### src/rtl/lbus_pkg.sv
package lbus_pkg;
  typedef enum logic [1:0] {
    ST_IDLE  = 2'd0,
    ST_FETCH = 2'd1,
    ST_READY = 2'd2,
    ST_WAIT  = 2'd3
  } busState_t;

  typedef struct packed {
    logic rdLoad;
    logic wrCommit;
    logic drive;
  } strobe_t;
endpackage

### src/rtl/lbus_ctrl.sv
module lbus_ctrl
  import lbus_pkg::*;
#(
  parameter int ADDR_W = 16,
  parameter logic [ADDR_W-5:0] TAG = 12'h030
) (
  input  logic              clk,
  input  logic              rstN,
  input  logic [ADDR_W-1:2] addrIn,
  input  logic              addrStrobeN,
  input  logic              qualN,
  input  logic [3:0]        byteEnN,
  input  logic              cycleN,
  input  logic              wrNrd,
  input  logic              readyRetN,
  output strobe_t           stb,
  output logic [1:0]        dwIdx,
  output logic [3:0]        laneSel,
  output logic              readyN,
  output logic              claimN,
  output logic              overlapErr
);
  busState_t state;
  logic [ADDR_W-1:2] addrQ;
  logic [3:0] beQ;
  logic qualQ, isWr, armed, errQ;
  logic idle, live, effQual, hit, start;
  logic [ADDR_W-1:2] effAddr;
  logic [3:0] effBe;

  assign idle    = (state == ST_IDLE);
  assign live    = !addrStrobeN && idle;
  assign effAddr = live ? addrIn  : addrQ;
  assign effBe   = live ? byteEnN : beQ;
  assign effQual = live ? qualN   : qualQ;
  assign hit     = !effQual && (effAddr[ADDR_W-1:4] == TAG);
  assign start   = idle && !cycleN && hit;

  always_ff @(posedge clk or negedge rstN) begin
    if (!rstN) begin
      addrQ <= '0;
      beQ   <= 4'hF;
      qualQ <= 1'b1;
    end else if (live) begin
      addrQ <= addrIn;
      beQ   <= byteEnN;
      qualQ <= qualN;
    end
  end

  always_ff @(posedge clk or negedge rstN) begin
    if (!rstN) begin
      state <= ST_IDLE;
      isWr  <= 1'b0;
    end else begin
      unique case (state)
        ST_IDLE: if (start) begin
          isWr  <= wrNrd;
          state <= wrNrd ? ST_READY : ST_FETCH;
        end
        ST_FETCH: state <= ST_READY;
        ST_READY: state <= readyRetN ? ST_WAIT : ST_IDLE;
        ST_WAIT:  if (!readyRetN) state <= ST_IDLE;
        default:  state <= ST_IDLE;
      endcase
    end
  end

  always_ff @(posedge clk or negedge rstN) begin
    if (!rstN) begin
      armed <= 1'b0;
      errQ  <= 1'b0;
    end else begin
      errQ <= !addrStrobeN && !idle;
      if (start)     armed <= 1'b0;
      else if (live) armed <= 1'b1;
    end
  end

  always_comb begin
    stb.rdLoad   = (state == ST_FETCH);
    stb.wrCommit = (state == ST_READY) && isWr;
    stb.drive    = ((state == ST_READY) || (state == ST_WAIT)) && !isWr;
  end

  assign dwIdx      = effAddr[3:2];
  assign laneSel    = ~effBe;
  assign readyN     = (state != ST_READY);
  assign claimN     = !(hit && (live || armed || !idle));
  assign overlapErr = errQ;
endmodule

### src/rtl/lbus_regs.sv
module lbus_regs
  import lbus_pkg::*;
#(
  parameter int BANK_BITS = 3
) (
  input  logic        clk,
  input  logic        rstN,
  input  strobe_t     stb,
  input  logic [1:0]  dwIdx,
  input  logic [3:0]  laneSel,
  input  logic [31:0] wrData,
  output logic [31:0] dataOut,
  output logic [3:0]  laneOe
);
  localparam int NUM_BANKS = 1 << BANK_BITS;
  localparam int WIN_BYTES = 16;
  localparam int SEL_OFS   = WIN_BYTES - 2;
  localparam int LAST_DW   = WIN_BYTES / 4 - 1;

  logic [7:0] bankMem [NUM_BANKS][SEL_OFS];
  logic [7:0] selLo, selHi;
  logic [BANK_BITS-1:0] bank;
  logic [31:0] rdData;
  logic [7:0] rdByte [4];
  logic [3:0] laneOfs [4];
  logic [3:0] laneWr;
  logic fullSelDw;

  assign bank      = selLo[BANK_BITS-1:0];
  assign fullSelDw = (dwIdx == 2'(LAST_DW)) && (laneSel == 4'hF);

  for (genvar l = 0; l < 4; l++) begin : g_lane
    assign laneOfs[l] = {dwIdx, 2'(l)};
    if (l < 2) begin : g_lowHalf
      assign laneWr[l] = stb.wrCommit && laneSel[l] && !fullSelDw;
    end else begin : g_highHalf
      assign laneWr[l] = stb.wrCommit && laneSel[l];
    end

    always_comb begin
      rdByte[l] = 8'h00;
      if (laneOfs[l] == 4'(SEL_OFS)) rdByte[l] = selLo;
      else if (laneOfs[l] == 4'(SEL_OFS + 1)) rdByte[l] = selHi;
      else begin
        for (int b = 0; b < NUM_BANKS; b++)
          for (int o = 0; o < SEL_OFS; o++)
            if (b == int'(bank) && o == int'(laneOfs[l])) rdByte[l] = bankMem[b][o];
      end
    end

    assign laneOe[l]        = stb.drive && laneSel[l];
    assign dataOut[8*l +: 8] = laneOe[l] ? rdData[8*l +: 8] : 8'h00;
  end

  always_ff @(posedge clk or negedge rstN) begin
    if (!rstN) begin
      selLo <= '0;
      selHi <= '0;
      for (int b = 0; b < NUM_BANKS; b++)
        for (int o = 0; o < SEL_OFS; o++) bankMem[b][o] <= '0;
    end else begin
      for (int l = 0; l < 4; l++) begin
        if (laneWr[l]) begin
          if (laneOfs[l] == 4'(SEL_OFS)) selLo <= wrData[8*l +: 8];
          else if (laneOfs[l] == 4'(SEL_OFS + 1)) selHi <= wrData[8*l +: 8];
          else begin
            for (int b = 0; b < NUM_BANKS; b++)
              for (int o = 0; o < SEL_OFS; o++)
                if (b == int'(bank) && o == int'(laneOfs[l]))
                  bankMem[b][o] <= wrData[8*l +: 8];
          end
        end
      end
    end
  end

  always_ff @(posedge clk or negedge rstN) begin
    if (!rstN) rdData <= '0;
    else if (stb.rdLoad) rdData <= {rdByte[3], rdByte[2], rdByte[1], rdByte[0]};
  end
endmodule

### src/rtl/lbus_reg_slave.sv
module lbus_reg_slave
  import lbus_pkg::*;
#(
  parameter int ADDR_W = 16,
  parameter int BANK_BITS = 3,
  parameter logic [ADDR_W-5:0] TAG = 12'h030
) (
  input  logic              clk,
  input  logic              rstN,
  input  logic [ADDR_W-1:2] addrIn,
  input  logic              addrStrobeN,
  input  logic              qualN,
  input  logic [3:0]        byteEnN,
  input  logic              cycleN,
  input  logic              wrNrd,
  input  logic              readyRetN,
  input  logic [31:0]       wrData,
  output logic [31:0]       dataOut,
  output logic [3:0]        laneOe,
  output logic              readyN,
  output logic              claimN,
  output logic              overlapErr
);
  strobe_t stb;
  logic [1:0] dwIdx;
  logic [3:0] laneSel;

  lbus_ctrl #(.ADDR_W(ADDR_W), .TAG(TAG)) u_ctrl (
    .clk(clk), .rstN(rstN), .addrIn(addrIn), .addrStrobeN(addrStrobeN),
    .qualN(qualN), .byteEnN(byteEnN), .cycleN(cycleN), .wrNrd(wrNrd),
    .readyRetN(readyRetN), .stb(stb), .dwIdx(dwIdx), .laneSel(laneSel),
    .readyN(readyN), .claimN(claimN), .overlapErr(overlapErr)
  );

  lbus_regs #(.BANK_BITS(BANK_BITS)) u_regs (
    .clk(clk), .rstN(rstN), .stb(stb), .dwIdx(dwIdx), .laneSel(laneSel),
    .wrData(wrData), .dataOut(dataOut), .laneOe(laneOe)
  );
endmodule

### config.mk
export PLATFORM = sky130hd
export DESIGN_NAME = lbus_reg_slave
export DESIGN_NICKNAME = d
export VERILOG_FILES = /design/src/rtl/lbus_pkg.sv /design/src/rtl/lbus_ctrl.sv /design/src/rtl/lbus_regs.sv /design/src/rtl/lbus_reg_slave.sv
export SDC_FILE = /design/constraint.sdc
export NUM_CORES = 1
export LEC_CHECK = 0
export BUFFER_PORTS_ARGS = -buffer_cell sky130_fd_sc_hd__buf_4
export CORE_MARGIN = 4
export CORE_UTILIZATION = 65
export CTS_CLUSTER_SIZE = 8
export DETAILED_ROUTE_END_ITERATION = 6
export PLACE_DENSITY = 0.79
export SLEW_MARGIN = 5
export SYNTH_ARGS = -nofsm -noshare
export SYNTH_HDL_FRONTEND = slang
export SYNTH_HIERARCHICAL = 1
export SYNTH_SLANG_ARGS = --single-unit
export TNS_END_PERCENT = 30
### constraint.sdc
create_clock -name clk -period 6.62 [get_ports clk]
set_input_delay 0 -clock clk [delete_from_list [all_inputs] [get_ports clk]]
set_output_delay 0 -clock clk [all_outputs]
set_load 0.01 [all_outputs]
# Yosys cells after proc, flatten, opt, wreduce, memory -nomap -nowiden
# Cells that the tools add are included.
[totals] in_bits=57 out_inout_bits=39 register_bits=968
[classes] n_reduce_logical=103 eq_ne=19 muxes=1229 bitwise=1
[ops] cell="two-way mux 896 bit" count=15
[ops] cell="two-way mux 8 bit" count=1199
[ops] cell="logical AND 1 bit" count=83
[ops] cell="logical NOT 4 bit" count=4
[ops] cell="two-way mux 14 bit" count=1
[ops] cell="== test 12 x 6 -> 1 bit, second input constant" count=1
[ops] cell="== test 3 bit, first input constant" count=4
[ops] cell="two-way mux 2 bit" count=6
[ops] cell="case mux 2 bit (4 select lines)" count=1
[ops] cell="logical NOT 1 bit" count=7
[ops] cell="== test 2 bit, second input constant" count=3
[ops] cell="== test 2 x 3 -> 1 bit, first input constant" count=2
[ops] cell="two-way mux 1 bit" count=6
[ops] cell="!= test 2 bit, second input constant" count=3
[ops] cell="== test 2 bit, first input constant" count=2
[ops] cell="== test 4 bit, second input constant" count=1
[ops] cell="logical NOT 2 bit" count=2
[ops] cell="two-way mux 4 bit" count=1
[ops] cell="inverter 4 bit" count=1
[ops] cell="AND reduction 2 bit" count=2
[ops] cell="== test 1 x 3 -> 1 bit, first input constant" count=1
[ops] cell="logical NOT 3 bit" count=1
[ops] cell="logical OR 1 bit" count=3
[ops] cell="== test 1 x 2 -> 1 bit, first input constant" count=1
[ops] cell="2 further kinds" count=2

# Depth between registers and ports, before layout
[depth] word_depth=151 ltp_mapped=17 mapped_depth_nobuf=9

# By module
# Netlist, hierarchy kept.
[modules_own_cells] mod="lbus_regs" cells_each=3668 n_inst=1 area_per_inst_um2=44481.4
[modules_own_cells] mod="lbus_ctrl" cells_each=87 n_inst=1 area_per_inst_um2=1093.5

# Worst setup path after synthesis
# Ideal clock, no wire load.
[synth_timing] path_kind="reg2reg" start="register u_ctrl.state[1]" end="register u_regs.rdData[6]" arrival_time_ns=3.121 required_time_ns=6.476 n_path_buf=5 stages_incl_launch_ff=15 path_slack_ns=3.356 path_cell_list="dfrtp_1 -> buf_2 -> nor3_4 -> buf_2 -> mux2_1 -> buf_4 -> buf_6 -> buf_6 -> and3b_1 -> a22o_1 -> a222oi_1 -> o311a_1 -> o221ai_1 -> a2111oi_2 -> o221ai_1"
[synth_via] elab_chain_cells=37 elab_cells_between_ends=72
[synth_rtl] item="from (decl)" line="lbus_ctrl.sv:23" rtl="busState_t state;"
[synth_rtl] item="from (signal assigned)" line="lbus_ctrl.sv:59" rtl="state <= wrNrd ? ST_READY : ST_FETCH;"
[synth_rtl] item="from (signal assigned)" line="lbus_ctrl.sv:62" rtl="ST_READY: state <= readyRetN ? ST_WAIT : ST_IDLE;"
[synth_rtl] item="logical NOT 2 bit *" line="lbus_ctrl.sv:31" rtl="assign idle = (state == ST_IDLE);"
[synth_rtl] item="logical AND 1 bit *" line="lbus_ctrl.sv:32" rtl="assign live = !addrStrobeN && idle;"
[synth_rtl] item="two-way mux 14 bit *" line="lbus_ctrl.sv:33" rtl="assign effAddr = live ? addrIn : addrQ;"
[synth_rtl] item="net u_ctrl.effAddr (one bit)" line="lbus_ctrl.sv:28" rtl="logic [ADDR_W-1:2] effAddr;"
[synth_rtl] item="logical NOT 4 bit" line="lbus_regs.sv:47" rtl="if (b == int'(bank) && o == int'(laneOfs[l])) rdByte[l] = bankMem[b][o];"
[synth_rtl] item="logical AND 1 bit" line="lbus_regs.sv:47"
[synth_rtl] item="two-way mux 8 bit (31 in a row)" line="lbus_regs.sv:47"
[synth_rtl] item="two-way mux 8 bit *" line="lbus_regs.sv:47"
[synth_rtl] item="to (signal assigned)" line="lbus_regs.sv:79" rtl="else if (stb.rdLoad) rdData <= {rdByte[3], rdByte[2], rdByte[1], rdByte[0]};"
[synth_rtl] item="to (decl)" line="lbus_regs.sv:23" rtl="logic [31:0] rdData;"
# Mark *: on every way through the listed nets, which the timed path passes. The rest lies on a longest branch.
# A chain may end at the register's enable or synchronous reset.

# Worst setup path in the final report
[layout_timing] start="register u_ctrl.state[1]" end="register u_regs.rdData[11]"
[layout_via] elab_chain_cells=45 elab_cells_between_ends=89
[layout_rtl] item="logical NOT 2 bit *" line="lbus_ctrl.sv:31"
[layout_rtl] item="logical AND 1 bit *" line="lbus_ctrl.sv:32"
[layout_rtl] item="two-way mux 14 bit *" line="lbus_ctrl.sv:33"
[layout_rtl] item="net dwIdx[0]" line="lbus_reg_slave.sv:25" rtl="logic [1:0] dwIdx;"
[layout_rtl] item="logical NOT 4 bit" line="lbus_regs.sv:47"
[layout_rtl] item="logical AND 1 bit" line="lbus_regs.sv:47"
[layout_rtl] item="two-way mux 8 bit (39 in a row)" line="lbus_regs.sv:47"
[layout_rtl] item="two-way mux 8 bit *" line="lbus_regs.sv:47"
# Marks and branches as above.

==> flow_metrics.tcl <==
set metrics [dict create \
    setup_viol 0 \
    critical_path.startpoint_type "flip-flop" \
    cts_tree "done" \
    r2r-end "u_regs/rdData[11]" \
    switching_share_pct 24.1 \
    synth_edf_count 0 \
    p_switching_mw 3.19 \
    ant_nets 0 \
    final_cell_mix "960 x dfrtp_1, 910 x mux2_2, 182 x a21oi_1, 173 x buf_4, 173 x nand2_1" \
    yosysSeqAreaShare_pct 53.2 \
    layout_commonest_cell "dfrtp_1" \
    cts_max_level 4 \
    synth_cell_types 94 \
    synth_fp_nets 3812 \
    reg2regPathDepth 12 \
    power_density_nw_per_um2 257 \
    grt.met1_usage_pct 57.2 \
    cts_buffers 138 \
    synthXorXnorAreaFrac_pct 0 \
    first_iter_violations 5132 \
    core_area_sq_um 69100 \
    path_clk_slew_ns 0.05 \
    rsz0062_at_grt "false" \
    dr.pass1.iters 6 \
    final_util_pct 74.4 \
    fp.dieArea_sq_um 74400 \
    slew_violations 6 \
    tightest_slew_ns 1.53 \
    worst_hold_path_type "in2reg" \
    die_w_microns 273 \
    synth.cell_area_sq_um 45600 \
    drive_gt1_share_pct 36.2 \
    crit_arrival_ns 6.26 \
    maxCapViolCount 1 \
    pwr-share-comb_pct 6.5 \
    violations "capacitance limit, slew limit" \
    status "complete, but fails checks" \
    timing.fmax_mhz 176 \
    area_delta_synth_final_pct 12.8 \
    fp-row-count 96 \
    hpwl_mm 107 \
    met2_usage_pct 63.1 \
    grt_pass1_vias 36376 \
    io_buffers 95 \
    cts_root_buf "clkbuf_16" \
    fin_crit_sh_pct 85.9 \
    yosys_most_used_dff "dfrtp_1" \
    min_period_ns 5.69 \
    post-cts-setup-buffers 0 \
    synth_compound_area_share_pct 12.5 \
    yosysTopAreaCell "dfrtp_1" \
    post_cts_resized 0 \
    insertion_delay_ns 0.72 \
    cp_max_fo 69 \
    cts_num_sinks 968 \
    grt_pass1_wl_mm 238 \
    p_int_mw 10.0 \
    pwr-share-clk_pct 48.1 \
    p_leak_nw 24.5 \
    top_usage_layer "met2" \
    whs_path_depth 3 \
    synth.area.top_cells "dfrtp_1 53%, mux2_2 22%, a21oi_1 2.0%, o21ai_0 1.8%, nand2_1 1.4%" \
    synthMuxAreaShare_pct 23.3 \
    die_h_microns 273 \
    antenna_found_initial 5 \
    yosysWarnings 6 \
    clockBufferDepth 3 \
    grt_overflow 0 \
    wl_per_cell_microns 33.5 \
    initial_core_util_pct 66.0 \
    netlist_instances 3755 \
    min_to "u_ctrl/overlapErr" \
    hold_viol 0 \
    wl_mm 162 \
    synthAdderAreaFrac_pct 0 \
    p_seq_share_pct 45.5 \
    synth_top_area_share_pct 52.9 \
    use_met3_pct 14.0 \
    skew_ns 0.0165 \
    crit_type "reg2reg" \
    peakVddDrop_mv 0.282 \
    drc 0 \
    async_flop_share_pct 100 \
    reg2reg_from "u_ctrl/state[1]" \
    place_congestion 1.00 \
    hold_slack_ns 0.0342 \
    ff2ff_setup_slack_ns 0.93 \
    synth_top_family_by_area "multiplexers" \
    ioPinCount 96 \
    worstHoldStart "addrStrobeN" \
    critical_path.endpoint_type "flip-flop" \
    track_usage_pct 43.0 \
    ys_seq_elements 968 \
    relSlewSlack_pct -3.31 \
    final_net_count 3925 \
    synth.avg_cell_area_sq_um 12.1 \
    yosys.area_share.simple_pct 8.24 \
    cp.required_ns 7.19 \
    vias_per_cell 7.43 \
    dr_total_vias 35863 \
    finalSetupTns_ns 0 \
    grt_max_degree 178 \
]
==> power groups by stage <==
stage	logic, mW	registers [mW]	clock network (mW)
2_1_floorplan	0.357	6.09	0
3_3_place_gp	0.762	6.10	0
3_5_place_dp	0.778	6.11	0
4_1_cts	0.812	6.01	6.39
5_1_grt	0.878	6.01	6.65
6_report	0.854	6.02	6.36
==> worst max-delay path, cell delays in order, from the launching register on <==
cell and delay (ns):
dfrtp_1 0.50, nor3_4 0.20, buf_4 0.34, mux2_4 0.69
buf_12 0.44, clkinv_1 0.64, buf_4 0.49, o21ai_0 0.20
a21oi_1 0.09, nor4_1 0.67, o211ai_1 0.51, a211oi_1 0.56
o22ai_1 0.13
==> cell usage after synthesis (all sizes together), types with 41 or more instances <==
cell type / instances
nand2: 179
buf: 142
o221ai: 41
mux2: 925
a22oi: 82
dfrtp: 963
nor2: 260
and3: 58
o22ai: 74
nand3: 61
o21ai: 168
a221oi: 46
nor3: 44
clkbuf: 122
a21oi: 183
==> kinds of logic (layout without fill, tap and decap cells) <==
group,after synthesis,count (layout)
AOI/OAI and AO/OA,836,836
buffers and inverters,282,423
other,0,2
muxes,946,946
DFF,968,968
and+or+nand+nor,723,723
==> final cells by class <==
class | instances | area [sq um]
diodes | 2 | 5.00
inverters | 18 | 67.6
clock inverters | 6 | 82.6
clock buffers | 162 | 3690
multi-input cells | 2505 | 20100
repair buffers | 237 | 2020
well taps | 931 | 1160
flip-flops and latches | 968 | 24200
fillers | 4485 | 17700
==> repair_timing <==
item,4_1_cts,5_1_grt
setup endpoints to repair,0,0
hold buffers,57,0
endpoints found under the hold margin,1023,0
==> registers in the layout, summed over array words and instances (netlist names) <==
name	cells
u_ctrl/addrQ	14
u_ctrl/armed	1
u_ctrl/beQ	4
u_ctrl/isWr	1
u_ctrl/overlapErr	1
u_ctrl/qualQ	1
u_ctrl/state	2
u_regs/bankMem	896
u_regs/rdData	32
u_regs/selHi	8
u_regs/selLo	8
==> worst max path at each step <==
stage / cells after the start / slack, ns / end / startpoint
2_1_floorplan: 14 / 3.36 / u_regs/rdData[6] / u_ctrl/state[1]
3_3_place_gp: 12 / 1.47 / u_regs/rdData[11] / u_ctrl/state[1]
3_5_place_dp: 12 / 1.37 / u_regs/rdData[11] / u_ctrl/state[1]
4_1_cts: 12 / 1.34 / u_regs/rdData[11] / u_ctrl/state[1]
5_1_grt: 12 / 0.91 / u_regs/rdData[11] / u_ctrl/state[1]
6_report: 12 / 0.93 / u_regs/rdData[11] / u_ctrl/state[1]
==> per-stage QoR <==
stage / worst slack [ns] / total power, mW / instance area (sq um) / instances
CTS: 1.34 / 13.2 / 51400 / 4827
global placement: 1.47 / 6.87 / 47000 / 4602
global route: 0.910 / 13.5 / 51400 / 4827
floorplan: 3.36 / 6.44 / 45600 / 3755
detailed placement: 1.37 / 6.88 / 47000 / 4602
finish: 0.931 / 13.2 / 51400 / 4829
==> routing by layer <==
metal  up-vias  wire (microns)
li1      14136               -
met1     18234           60300
met2      2839           70200
met3       648           21000
met4         6           10200
met5         -              46
(Power assumes the default switching activity.)
